File: src/rtl/io_dec_pkg.sv
package io_dec_pkg;
  localparam int ADDR_W = 24;
  localparam int LANES  = 4;
  localparam int BYTE_W = 8;
  localparam int DATA_W = LANES * BYTE_W;
  localparam int IDX_W  = 15;
  localparam logic [ADDR_W-1:0] WIN_BASE = 24'hFF8000;
  localparam logic [ADDR_W-1:0] MIR_LO   = 24'hFF8804;
  localparam logic [ADDR_W-1:0] MIR_HI   = 24'hFF88FF;
  localparam logic [ADDR_W-1:0] MIR_MASK = 24'hFFF803;
  localparam logic [IDX_W-1:0]  MODE_REG_IDX = 15'h0007;
  localparam int MODE_BIT = 5;
  localparam logic [1:0] SZ_BYTE = 2'd0;
  localparam logic [1:0] SZ_WORD = 2'd1;

  typedef enum logic [1:0] {
    K_HOLE    = 2'd0,
    K_REG     = 2'd1,
    K_VOID_FF = 2'd2,
    K_VOID_00 = 2'd3
  } kind_e;

  typedef enum logic [1:0] {
    MIR_SHADOW = 2'd0,
    MIR_VOID   = 2'd1,
    MIR_HOLE   = 2'd2
  } mirror_e;

  typedef struct packed {
    kind_e            kind;
    logic [IDX_W-1:0] idx;
  } lane_cls_t;

  // Number of lanes an access covers
  function automatic int lane_count(input logic [1:0] size);
    if (size == SZ_BYTE) return 1;
    if (size == SZ_WORD) return 2;
    return LANES;
  endfunction

  function automatic logic [LANES-1:0] lane_mask(input logic [1:0] size);
    int m;
    m = (1 << lane_count(size)) - 1;
    return LANES'(m);
  endfunction

  // Last byte of the access runs past the 24-bit space
  function automatic logic span_overruns(input logic [ADDR_W-1:0] a, input logic [1:0] size);
    logic [ADDR_W:0] last;
    last = {1'b0, a} + (ADDR_W+1)'(lane_count(size) - 1);
    return last[ADDR_W];
  endfunction

  function automatic logic [IDX_W-1:0] offs(input logic [ADDR_W-1:0] a);
    return a[IDX_W-1:0];
  endfunction

  function automatic logic [IDX_W-1:0] offs_even(input logic [ADDR_W-1:0] a);
    return {a[IDX_W-1:1], 1'b0};
  endfunction

  // Region map with mirror, blitter and clock variants
  function automatic lane_cls_t classify(input logic [ADDR_W-1:0] a,
                                         input logic blit_on,
                                         input logic rtc_on,
                                         input mirror_e mm);
    lane_cls_t c;
    logic [ADDR_W-1:0] f;
    logic in_mir;
    c.kind = K_HOLE;
    c.idx  = '0;
    in_mir = (a >= MIR_LO) && (a <= MIR_HI);
    f = (in_mir && mm == MIR_SHADOW) ? (a & MIR_MASK) : a;
    if (in_mir && mm != MIR_SHADOW) begin
      c.kind = (mm == MIR_VOID) ? K_VOID_FF : K_HOLE;
    end else if (f inside {[24'hFF8000:24'hFF803F]}) begin
      c.kind = K_REG; c.idx = offs(f);
    end else if (f inside {[24'hFF8200:24'hFF823F]}) begin
      if (f[0]) begin c.kind = K_REG; c.idx = offs(f); end
    end else if (f inside {[24'hFF8240:24'hFF827F]}) begin
      c.kind = K_REG; c.idx = offs_even(f);
    end else if (f inside {[24'hFF8280:24'hFF82FF]}) begin
      c.kind = K_VOID_00;
    end else if (f inside {[24'hFF8800:24'hFF8803]}) begin
      c.kind = K_REG; c.idx = offs_even(f);
    end else if (f inside {[24'hFF8A00:24'hFF8A3F]}) begin
      if (blit_on) begin c.kind = K_REG; c.idx = offs_even(f); end
    end else if (f inside {[24'hFFFA00:24'hFFFA3F]}) begin
      if (f[0]) begin c.kind = K_REG; c.idx = offs(f); end
      else c.kind = K_VOID_FF;
    end else if (f inside {[24'hFFFC00:24'hFFFC07]}) begin
      c.kind = K_REG; c.idx = offs(f);
    end else if (f inside {[24'hFFFC21:24'hFFFC3F]}) begin
      if (!rtc_on) c.kind = K_VOID_FF;
      else if (f[0]) begin c.kind = K_REG; c.idx = offs(f); end
    end
    return c;
  endfunction
endpackage

File: src/rtl/io_lane_class.sv
module io_lane_class
  import io_dec_pkg::*;
#(
  parameter int LANE = 0
) (
  input  logic [ADDR_W-1:0] base_addr,
  input  logic              blit_on,
  input  logic              rtc_on,
  input  mirror_e           mir_mode,
  output lane_cls_t         cls
);
  logic [ADDR_W-1:0] lane_addr;

  assign lane_addr = base_addr + ADDR_W'(LANE);
  assign cls       = classify(lane_addr, blit_on, rtc_on, mir_mode);
endmodule

File: src/rtl/io_strobe_merge.sv
module io_strobe_merge
  import io_dec_pkg::*;
(
  input  lane_cls_t [LANES-1:0] cls,
  input  logic [LANES-1:0]      lane_en,
  input  logic                  go,
  output logic [LANES-1:0]      stb,
  output logic [LANES-1:0]      hole
);
  for (genvar i = 0; i < LANES; i++) begin : g_lane
    logic is_reg;
    assign is_reg  = lane_en[i] && (cls[i].kind == K_REG);
    assign hole[i] = lane_en[i] && (cls[i].kind == K_HOLE);
    if (i == 0) begin : g_first
      assign stb[i] = go && is_reg;
    end else begin : g_rest
      // one strobe per register: suppress when the previous lane hit it
      logic same_as_prev;
      assign same_as_prev = (cls[i-1].kind == K_REG) && (cls[i-1].idx == cls[i].idx);
      assign stb[i] = go && is_reg && !same_as_prev;
    end
  end
endmodule

File: src/rtl/io_lane_align.sv
module io_lane_align
  import io_dec_pkg::*;
(
  input  logic [1:0]            size,
  input  lane_cls_t [LANES-1:0] cls,
  input  logic [DATA_W-1:0]     lane_rdata,
  input  logic [DATA_W-1:0]     req_wdata,
  output logic [DATA_W-1:0]     rd_packed,
  output logic [DATA_W-1:0]     wr_lanes
);
  logic [BYTE_W-1:0] lb [LANES];

  // per-lane read byte by kind
  for (genvar i = 0; i < LANES; i++) begin : g_byte
    assign lb[i] = (cls[i].kind == K_REG)     ? lane_rdata[i*BYTE_W +: BYTE_W] :
                   (cls[i].kind == K_VOID_00) ? {BYTE_W{1'b0}} : {BYTE_W{1'b1}};
  end

  // big-endian packing and unpacking
  always_comb begin
    int n;
    n = lane_count(size);
    rd_packed = '0;
    wr_lanes  = '0;
    for (int i = 0; i < LANES; i++) begin
      if (i < n) begin
        rd_packed = {rd_packed[DATA_W-BYTE_W-1:0], lb[i]};
        wr_lanes[i*BYTE_W +: BYTE_W] = req_wdata[(n-1-i)*BYTE_W +: BYTE_W];
      end
    end
  end
endmodule

File: src/rtl/io_space_decoder.sv
module io_space_decoder
  import io_dec_pkg::*;
(
  input  logic                    clk,
  input  logic                    rst_n,
  input  logic                    req_valid,
  input  logic                    req_write,
  input  logic [1:0]              req_size,
  input  logic [31:0]             req_addr,
  input  logic                    req_super,
  input  logic [DATA_W-1:0]       req_wdata,
  input  logic [DATA_W-1:0]       lane_rdata,
  input  logic                    cfg_blitter_on,
  input  logic                    cfg_rtc_on,
  input  logic                    cfg_ext_bus,
  output logic                    rsp_valid,
  output logic                    rsp_berr,
  output logic                    rsp_write,
  output logic [DATA_W-1:0]       rsp_rdata,
  output logic [LANES-1:0]        lane_stb,
  output logic [LANES*IDX_W-1:0]  lane_idx,
  output logic [DATA_W-1:0]       lane_wdata
);
  logic [ADDR_W-1:0] a24;
  logic              mode_q;
  mirror_e           mir_mode;
  lane_cls_t [LANES-1:0] cls;
  logic [LANES-1:0]  lane_en, stb_c, hole_c;
  logic [DATA_W-1:0] rd_c, wd_c;
  logic out_of_window, user_write_fault, early_fault, bad_span, go, all_holes, fault;
  logic hit_mode_reg, mode_wr_val;

  assign a24 = req_addr[ADDR_W-1:0];

  // bus-mode bit picks how the mirror range decodes
  assign mir_mode = !cfg_ext_bus ? MIR_SHADOW : (mode_q ? MIR_HOLE : MIR_VOID);

  for (genvar i = 0; i < LANES; i++) begin : g_cls
    io_lane_class #(.LANE(i)) u_cls (
      .base_addr (a24),
      .blit_on   (cfg_blitter_on),
      .rtc_on    (cfg_rtc_on),
      .mir_mode  (mir_mode),
      .cls       (cls[i])
    );
  end

  assign lane_en          = lane_mask(req_size);
  assign out_of_window    = a24 < WIN_BASE;
  assign user_write_fault = req_write && !req_super;
  assign early_fault      = out_of_window || user_write_fault;
  assign bad_span         = span_overruns(a24, req_size);
  assign go               = !early_fault && !bad_span;

  io_strobe_merge u_merge (
    .cls     (cls),
    .lane_en (lane_en),
    .go      (go),
    .stb     (stb_c),
    .hole    (hole_c)
  );

  assign all_holes = (hole_c == lane_en);
  assign fault     = early_fault || (go && all_holes);

  io_lane_align u_align (
    .size       (req_size),
    .cls        (cls),
    .lane_rdata (lane_rdata),
    .req_wdata  (req_wdata),
    .rd_packed  (rd_c),
    .wr_lanes   (wd_c)
  );

  // write to the bus-mode register
  always_comb begin
    hit_mode_reg = 1'b0;
    mode_wr_val  = 1'b0;
    for (int i = 0; i < LANES; i++) begin
      if (stb_c[i] && cls[i].idx == MODE_REG_IDX) begin
        hit_mode_reg = 1'b1;
        mode_wr_val  = wd_c[i*BYTE_W + MODE_BIT];
      end
    end
  end

  always_ff @(posedge clk) begin
    if (!rst_n) mode_q <= 1'b0;
    else if (req_valid && req_write && cfg_ext_bus && hit_mode_reg) mode_q <= mode_wr_val;
  end

  // registered one-cycle response
  always_ff @(posedge clk) begin
    if (!rst_n) begin
      rsp_valid  <= 1'b0;
      rsp_berr   <= 1'b0;
      rsp_write  <= 1'b0;
      rsp_rdata  <= '0;
      lane_stb   <= '0;
      lane_idx   <= '0;
      lane_wdata <= '0;
    end else begin
      rsp_valid  <= req_valid;
      rsp_berr   <= req_valid && fault;
      rsp_write  <= req_valid && req_write;
      lane_stb   <= req_valid ? stb_c : '0;
      lane_wdata <= req_valid ? wd_c : '0;
      if (!req_valid || req_write) rsp_rdata <= '0;
      else if (fault || bad_span)  rsp_rdata <= '1;
      else                         rsp_rdata <= rd_c;
      for (int i = 0; i < LANES; i++)
        lane_idx[i*IDX_W +: IDX_W] <= req_valid ? cls[i].idx : '0;
    end
  end
endmodule

File: config.mk
export PLATFORM = sky130hd
export DESIGN_NAME = io_space_decoder
export DESIGN_NICKNAME = d
export VERILOG_FILES = /design/src/rtl/io_dec_pkg.sv /design/src/rtl/io_lane_class.sv /design/src/rtl/io_strobe_merge.sv /design/src/rtl/io_lane_align.sv /design/src/rtl/io_space_decoder.sv
export SDC_FILE = /design/constraint.sdc
export NUM_CORES = 1
export LEC_CHECK = 0
export BUFFER_PORTS_ARGS = -buffer_cell sky130_fd_sc_hd__buf_2
export CAP_MARGIN = 20
export CORE_MARGIN = 1
export CORE_UTILIZATION = 30
export CTS_BUF_LIST = sky130_fd_sc_hd__clkbuf_8
export DETAILED_ROUTE_END_ITERATION = 10
export PLACE_DENSITY = 0.59
export SYNTH_ARGS = -nofsm -noshare
export SYNTH_HDL_FRONTEND = slang
export SYNTH_SLANG_ARGS = --single-unit
export TNS_END_PERCENT = 100
File: constraint.sdc
create_clock -name clk -period 4.5 [get_ports clk]
set_clock_uncertainty 0.15 [all_clocks]
set_input_delay 0.225 -clock clk [delete_from_list [all_inputs] [get_ports clk]]
set_output_delay 0.225 -clock clk [all_outputs]
set_load 0.02 [all_outputs]
Word-level counts from Yosys, hierarchy flattened:

Index checks and enable logic that the tools add are counted.

* $add $sub $neg: 9
* $lt $le $gt $ge: 85
* equality and inequality tests: 18
* shift operators: 5
* muxes and demuxes: 111
* bitwise logic cells: 1
* reductions and logical operators: 101

Operator list (count)
* >= comparator 24 bit, second input constant: 40
* <= comparator 24 bit, second input constant: 40
* 2-to-1 mux 17 bit: 32
* 2-to-1 mux 15 bit: 16
* 2-to-1 mux 16 bit: 9
* 2-to-1 mux 32 bit: 4
* indexed part select 32 x 32 -> 8 bit: 4
* logical AND 1 bit: 77
* 2-to-1 mux 8 bit: 9
* less-than comparator 3 x 32 -> 1 bit, first input constant: 2
* equality test 15 x 3 -> 1 bit, second input constant: 4
* subtractor 29 x 2 -> 29 bit, second input constant: 2
* subtractor 29 x 3 -> 29 bit, second input constant: 2
* adder 24 x 2 -> 24 bit, second input constant: 2
* equality test 15 bit: 3
* 2-to-1 mux 11 bit: 4
* 2-to-1 mux 2 bit: 20
* less-than comparator 1 x 32 -> 1 bit, first input constant: 1
* less-than comparator 2 x 32 -> 1 bit, first input constant: 1
* << shifter 1 x 32 -> 4 bit, first input constant: 1
* adder 24 x 25 -> 25 bit: 1
* adder 24 x 1 -> 24 bit, second input constant: 1
* less-than comparator 24 bit, second input constant: 1
* 2-to-1 mux 24 bit: 1
* other kinds (14): 53

* register bits: 132
* input port bits: 106
* output and inout bits: 131
* logic and storage cells: 342

Depth between registers and ports, before layout:

* depth in word-level cells: 26
* mapped depth: 17
* mapped depth without buffers: 14

Hierarchy:

Synthesis repeated with hierarchy kept, for this count alone.

* cells, all modules: 1379
* area, all modules: 11110.7 um^2

By module, submodules not included
* io_space_decoder: instances 1, cells an instance 433, area an instance 4670.7 um^2, seq. area each 2642.5 um^2
* io_lane_class (g_cls[1].u_cls): instances 1, cells an instance 243, area an instance 1630.3 um^2, seq. area each 0.0 um^2
* io_lane_class (g_cls[3].u_cls): instances 1, cells an instance 220, area an instance 1488.9 um^2, seq. area each 0.0 um^2
* io_lane_class (g_cls[2].u_cls): instances 1, cells an instance 180, area an instance 1174.9 um^2, seq. area each 0.0 um^2
* io_lane_align: instances 1, cells an instance 154, area an instance 1006.0 um^2, seq. area each 0.0 um^2
* io_strobe_merge: instances 1, cells an instance 74, area an instance 603.1 um^2, seq. area each 0.0 um^2
* io_lane_class (g_cls[0].u_cls): instances 1, cells an instance 75, area an instance 536.8 um^2, seq. area each 0.0 um^2

Least setup slack after synthesis:

Ideal clock, no wire load.

* path kind: input port to flip-flop
* start: input req_addr[0]
* end: register lane_stb[3]
* arrival time: 4.018 ns
* required time: 4.235 ns
* setup slack: 0.217 ns
* stages: 15
* buffers on the path: 2
* cells stage by stage: inv_1 > clkbuf_1 > ha_1 > clkbuf_1 > nor4_1 > mux2_2 > o22a_1 > o41ai_2 > o211ai_1 > a21boi_0 > a31o_2 > a211o_1 > a2111oi_2 > o2111ai_1 > o21a_1

* cells in the longest elaborated chain, start to end: 21
* elaborated cells on any way between the ends: 118
* those cells by class: add/sub (3); order compare (41); eq/ne (3); mux (38); reduce/logical (33)

RTL lines
* from (decl): line io_space_decoder.sv:9 `input logic [31:0] req_addr,`
* adder 24 x 2 -> 24 bit: line io_lane_class.sv:14 `assign lane_addr = base_addr + ADDR_W'(LANE);`
* >= comparator 24 bit / <= comparator 24 bit (equally long branches): line io_dec_pkg.sv:72 `in_mir = (a >= MIR_LO) && (a <= MIR_HI);`
* logical AND 1 bit: line io_dec_pkg.sv:72
* logical AND 1 bit: line io_dec_pkg.sv:73 `f = (in_mir && mm == MIR_SHADOW) ? (a & MIR_MASK) : a;`
* 2-to-1 mux 11 bit: line io_dec_pkg.sv:73
* >= comparator 24 bit, or another cell as far along: line io_dec_pkg.sv:93 `end else if (f inside {[24'hFFFC21:24'hFFFC3F]}) begin`
* logical AND 1 bit / 2-to-1 mux 15 bit (equally long branches): line io_dec_pkg.sv:93, io_dec_pkg.sv:94
* 2-to-1 mux 17 bit: line io_dec_pkg.sv:93
* [5 not listed]
* 2-to-1 mux 17 bit: line io_dec_pkg.sv:80 `end else if (f inside {[24'hFF8240:24'hFF827F]}) begin`
* 2-to-1 mux 17 bit: line io_dec_pkg.sv:78 `end else if (f inside {[24'hFF8200:24'hFF823F]}) begin`
* 2-to-1 mux 17 bit: line io_dec_pkg.sv:76 `end else if (f inside {[24'hFF8000:24'hFF803F]}) begin`
* 2-to-1 mux 15 bit / 2-to-1 mux 2 bit (equally long branches): line io_dec_pkg.sv:74 `if (in_mir && mm != MIR_SHADOW) begin`
* equality test 15 bit, or another cell as far along: line io_strobe_merge.sv:19 `assign same_as_prev = (cls[i-1].kind == K_REG) && (cls[i-1].idx == cls[i].idx);`
* logical AND 1 bit, on equally long branches: line io_strobe_merge.sv:19, io_strobe_merge.sv:12
* zero test 1 bit / logical AND 1 bit (equally long branches): line io_strobe_merge.sv:20 `assign stb[i] = go && is_reg && !same_as_prev;`
* logical AND 1 bit *: line io_strobe_merge.sv:20
* to (signal assigned): line io_space_decoder.sv:106 `lane_stb <= req_valid ? stb_c : '0;`
* to (decl): line io_space_decoder.sv:20 `output logic [LANES-1:0] lane_stb,`

Every way passes the cells marked *; elsewhere a longest branch is shown, timed or not.
A chain may end at the register's enable or synchronous reset.

Worst setup path after layout:

* start: input req_addr[5]
* end: register rsp_rdata[6]

* cells in the longest elaborated chain, start to end: 24
* elaborated cells on any way between the ends: 214
* those cells by class: add/sub (4); order compare (81); eq/ne (9); mux (57); reduce/logical (63)

RTL lines
* adder 24 x 1 -> 24 bit, or another cell as far along: line io_lane_class.sv:14
* >= comparator 24 bit, or another cell as far along: line io_dec_pkg.sv:72
* logical AND 1 bit, on equally long branches: line io_dec_pkg.sv:72, io_dec_pkg.sv:73
* logical AND 1 bit / 2-to-1 mux 11 bit (equally long branches): line io_dec_pkg.sv:73
* 2-to-1 mux 11 bit, or another cell as far along: line io_dec_pkg.sv:73
* >= comparator 24 bit, or another cell as far along: line io_dec_pkg.sv:93
* logical AND 1 bit / 2-to-1 mux 17 bit (equally long branches): line io_dec_pkg.sv:93
* 2-to-1 mux 17 bit, on equally long branches: line io_dec_pkg.sv:93, io_dec_pkg.sv:91
* [8 not listed]
* 2-to-1 mux 2 bit / equality test 2 bit (equally long branches): line io_dec_pkg.sv:74, io_lane_align.sv:16
* equality test 2 bit, or another cell as far along: line io_lane_align.sv:16 `(cls[i].kind == K_VOID_00) ? {BYTE_W{1'b0}} : {BYTE_W{1'b1}};`
* 2-to-1 mux 8 bit, or another cell as far along: line io_lane_align.sv:16
* 2-to-1 mux 8 bit, or another cell as far along: line io_lane_align.sv:15 `assign lb[i] = (cls[i].kind == K_REG) ? lane_rdata[i*BYTE_W +: BYTE_W] :`
* 2-to-1 mux 16 bit / logical AND 1 bit (equally long branches): line io_lane_align.sv:26, io_space_decoder.sv:64
* 2-to-1 mux 24 bit / logical OR 1 bit (equally long branches): line io_lane_align.sv:26, io_space_decoder.sv:64
* 2-to-1 mux 32 bit / logical OR 1 bit (equally long branches): line io_lane_align.sv:26, io_space_decoder.sv:109
* 2-to-1 mux 32 bit *: line io_space_decoder.sv:109 `else if (fault || bad_span) rsp_rdata <= '1;`
* to (signal assigned): line io_space_decoder.sv:110 `else rsp_rdata <= rd_c;`
* to (decl): line io_space_decoder.sv:19 `output logic [DATA_W-1:0] rsp_rdata,`

Marked as above.

==> out/qor.csv <==
metric,value,unit
DRC viols,0,
DR iter-0 viols,1326,
"EDFF count, synth",0,
maximum number of pins on one net before global-route repair,62,
initial antenna violation count,0,
final non-filler cell area,13570,um2
GP Congestion,0.9683,
clock insertion delay at the later pin of the skew report,0.45,ns
min-delay src,req_super,
share of the synthesized area in the top cell type,28.13,%
Pwr Density,220.5,nW/um2
Non-Filler Instances,2127,
cells after synthesis,1247,
CP most frequent cell,buf_4,
synth unique cells,95,
core area,30670,um2
CP max stage delay,0.58,ns
CTS H-Tree Depth,4,
post-cts repair resize count,0,
Fmax achieved,0.2323,GHz
Ports,237,
CTS sink cnt,132,
Total GRT Usage,27.32,%
initial core utilization,30.63,%
status,finished clean,
Die Ht,178.9,um
# nets final,1847,
Syn Area/Cell,7.532,um2
prevailing post-synth register cell,dfxtp_1,
Slew @ Worst Pin,0.8254,ns
vias in the first global route,11130,
CTS tree,yes,
clock buffer depth,2,
hold_buf cts,79,
Area Growth Syn to Fin,44.45,%
CP top delay family,buffers and inverters,
Vias,11960,
ys async rst share,0,%
Pleak,0.005999,uW
worst-path cell chain,buf_2 > nand3_1 > buf_4 > nor3_1 > xor2_1 > nor3_1 > buf_4 > a32o_1 > nand4_1 > o31ai_1 > buf_4 > o32a_1 > and2_1 > a21oi_1 > o21ai_0 > dlygate4sd3_1 > nand2_1,
Placed Cells,2016,
CTS root buf,clkbuf_8,
drt first pass iters,6,
register area share after synthesis,28.13,%
Worst Setup SP,req_addr[5],
worst setup path class,in2reg,
first-pass GRT wire length,65940,um
Ant. Diodes,0,
arrival time worst endpoint,4.56,ns
Inserted Clock Buffers,17,
Final Hold Vio Count,0,
CP max-delay cell,dlygate4sd3_1,
critical path capture point type,flip-flop,
vias per cell,5.624,
"Buf+Inv Stages, Crit Path",5,
Max-slew headroom,44.84,%
max_cap viols,0,
fin crit share,95.64,%
WL/cell,21.08,um
overall routed net length,44840,um
setup tns final,0,ns
Tot Pwr,2991,uW
clock period minus worst slack,4.304,ns
Synth area leader,dfxtp_1,
worst vdd ir,0.1633,mV
GRT overflow,0,
layout cells sized above 1,30.10,%
Min Hold Slack,0.04439,ns
Final setup violation count,0,
Buffers on Ports,228,
Startpoint Class,input port,
filler cell count in the final layout,3166,
Hold Crit Class,in2reg,
Detail Placement HPWL,34900,um
num rows,64,
Post-Syn Area,9393,um2
die area,32020,um2
critical path peak fanout,13,
Worst EP required,4.76,ns
dpl cell area,12340,um2
RR Startpoint,mode_q$_SDFFE_PN0P_,
post-CTS setup buffer count,0,
clk slew on worst S/H paths,0.10,ns
"FF+latch count, synth",132,
RSZ-0062 raised after global routing,no,
final slew viol count,0,
Syn. warnings,0,
"top cells by area, synth","dfxtp_1 (28%), nand2_1 (6.0%), nor2_1 (5.4%)",
Horiz. Die Dim,178.9,um
"antenna viol nets, final",0,
worst register-to-register path, cell delays in order (launching register included):
cell,delay [ns]
dfxtp_1,0.38
a32oi_1,0.34
buf_4,0.25
nor2b_1,0.06
o21ai_0,0.15
dlygate4sd3_1,0.58
nand2_1,0.06
path summary, 6_finish.rpt:
| path | cells past startpoint | endpoint | slack [ns] |
|---|---|---|---|
| hold / removal | 4 | rsp_berr$_SDFF_PN0_ | 0.04 |
| hold reg to reg | 2 | mode_q$_SDFFE_PN0P_ | 0.44 |
| setup / recovery | 17 | rsp_rdata[6]$_SDFF_PP0_ | 0.20 |
| setup reg to reg | 6 | rsp_rdata[6]$_SDFF_PP0_ | 2.43 |
layer usage:
| layer | GRT usage [%] | part of all wire, % | wire length (um) |
|---|---|---|---|
| met3 | 4.135 | 8.6 | 3858 |
| met4 | 9.322 | 3.2 | 1450 |
| met5 | 0 | 0 | 0 |
| met1 | 37.80 | 44 | 19640 |
| met2 | 42.82 | 44 | 19890 |
sequential cells by signal, summed over array words and instances, names as in the netlist:
register / count
rsp_write: 1
lane_wdata: 32
rsp_rdata: 32
rsp_valid: 1
lane_idx: 60
mode_q: 1
rsp_berr: 1
lane_stb: 4
through the flow:
| step | setup WS, ns | util, % |
|---|---|---|
| floorplan | 0.2175 | - |
| global route | 0.009734 | 44.24 |
| finish | 0.1960 | 44.24 |
| global placement | 0.2141 | 40.22 |
| CTS | 0.4151 | 44.24 |
| detailed placement | 0.1693 | 40.22 |
cells in the final DEF (no fill, tap or decap), drive strengths merged, types with 7 or more instances in the layout:
cell type    Yosys  layout
a21boi           7       7
a21o             7       7
a21oi           89      89
a22oi           14      14
a2bb2oi         12      12
a31o            10      10
a31oi           17      17
a41oi            7       7
and2            16      16
and3            40      40
buf             35     438
clkbuf          48      17
conb             1      19
dfxtp          132     132
dlygate4sd3      0      79
ha              23      23
inv             20      28
mux2i           14      14
nand2          150     150
nand3           45      45
nand4           38      38
nor2           135     135
nor2b           16      16
nor3            48      48
nor4            31      31
o211ai           8       8
o21a            11      11
o21ai           52      52
o22ai            7       7
o31ai            8       8
o32ai            7       7
or2              8       8
or3             10      10
or4             13      13
xnor2           42      42
xor2            21      21
synthesized netlist by cell type (all sizes together), types with 16 or more instances:
library cell    n
a31oi          17
clkbuf         48
nor4           31
nor2b          16
and3           40
buf            35
nor3           48
inv            20
xor2           21
ha             23
nand3          45
dfxtp         132
nand2         150
o21ai          52
nor2          135
a21oi          89
and2           16
xnor2          42
nand4          38
area by class of cell:
cell class | instances | area (um2) | share of cell area, %
flip-flops and latches | 132 | 2643 | 19.48
inverters | 21 | 78.83 | 0.5810
well taps | 396 | 495.5 | 3.652
repair buffers | 517 | 3533 | 26.04
multi-input cells | 1029 | 6376 | 46.99
clock inverters | 15 | 207.7 | 1.531
clock buffers | 17 | 234.0 | 1.724
report_power, final:
| group | switching [uW] | internal, uW |
|---|---|---|
| Sequential | 6.89 | 1190 |
| Clock | 562 | 529 |
| Combinational | 423 | 276 |
| Total | 991 | 2000 |
logic make-up after synthesis:
group / Yosys count / synth area share [%]
adder cells (fa/ha/maj): 23 / 3.064
buffers and inverters: 104 / 4.729
multiplexers: 19 / 2.091
AO/OA/AOI/OAI: 324 / 24.03
AND/OR/NAND/NOR: 581 / 31.88
XOR/XNOR: 63 / 6.034
flip-flops: 132 / 28.13
other: 1 / 0.03992
Power figures use the tool's default switching activity.
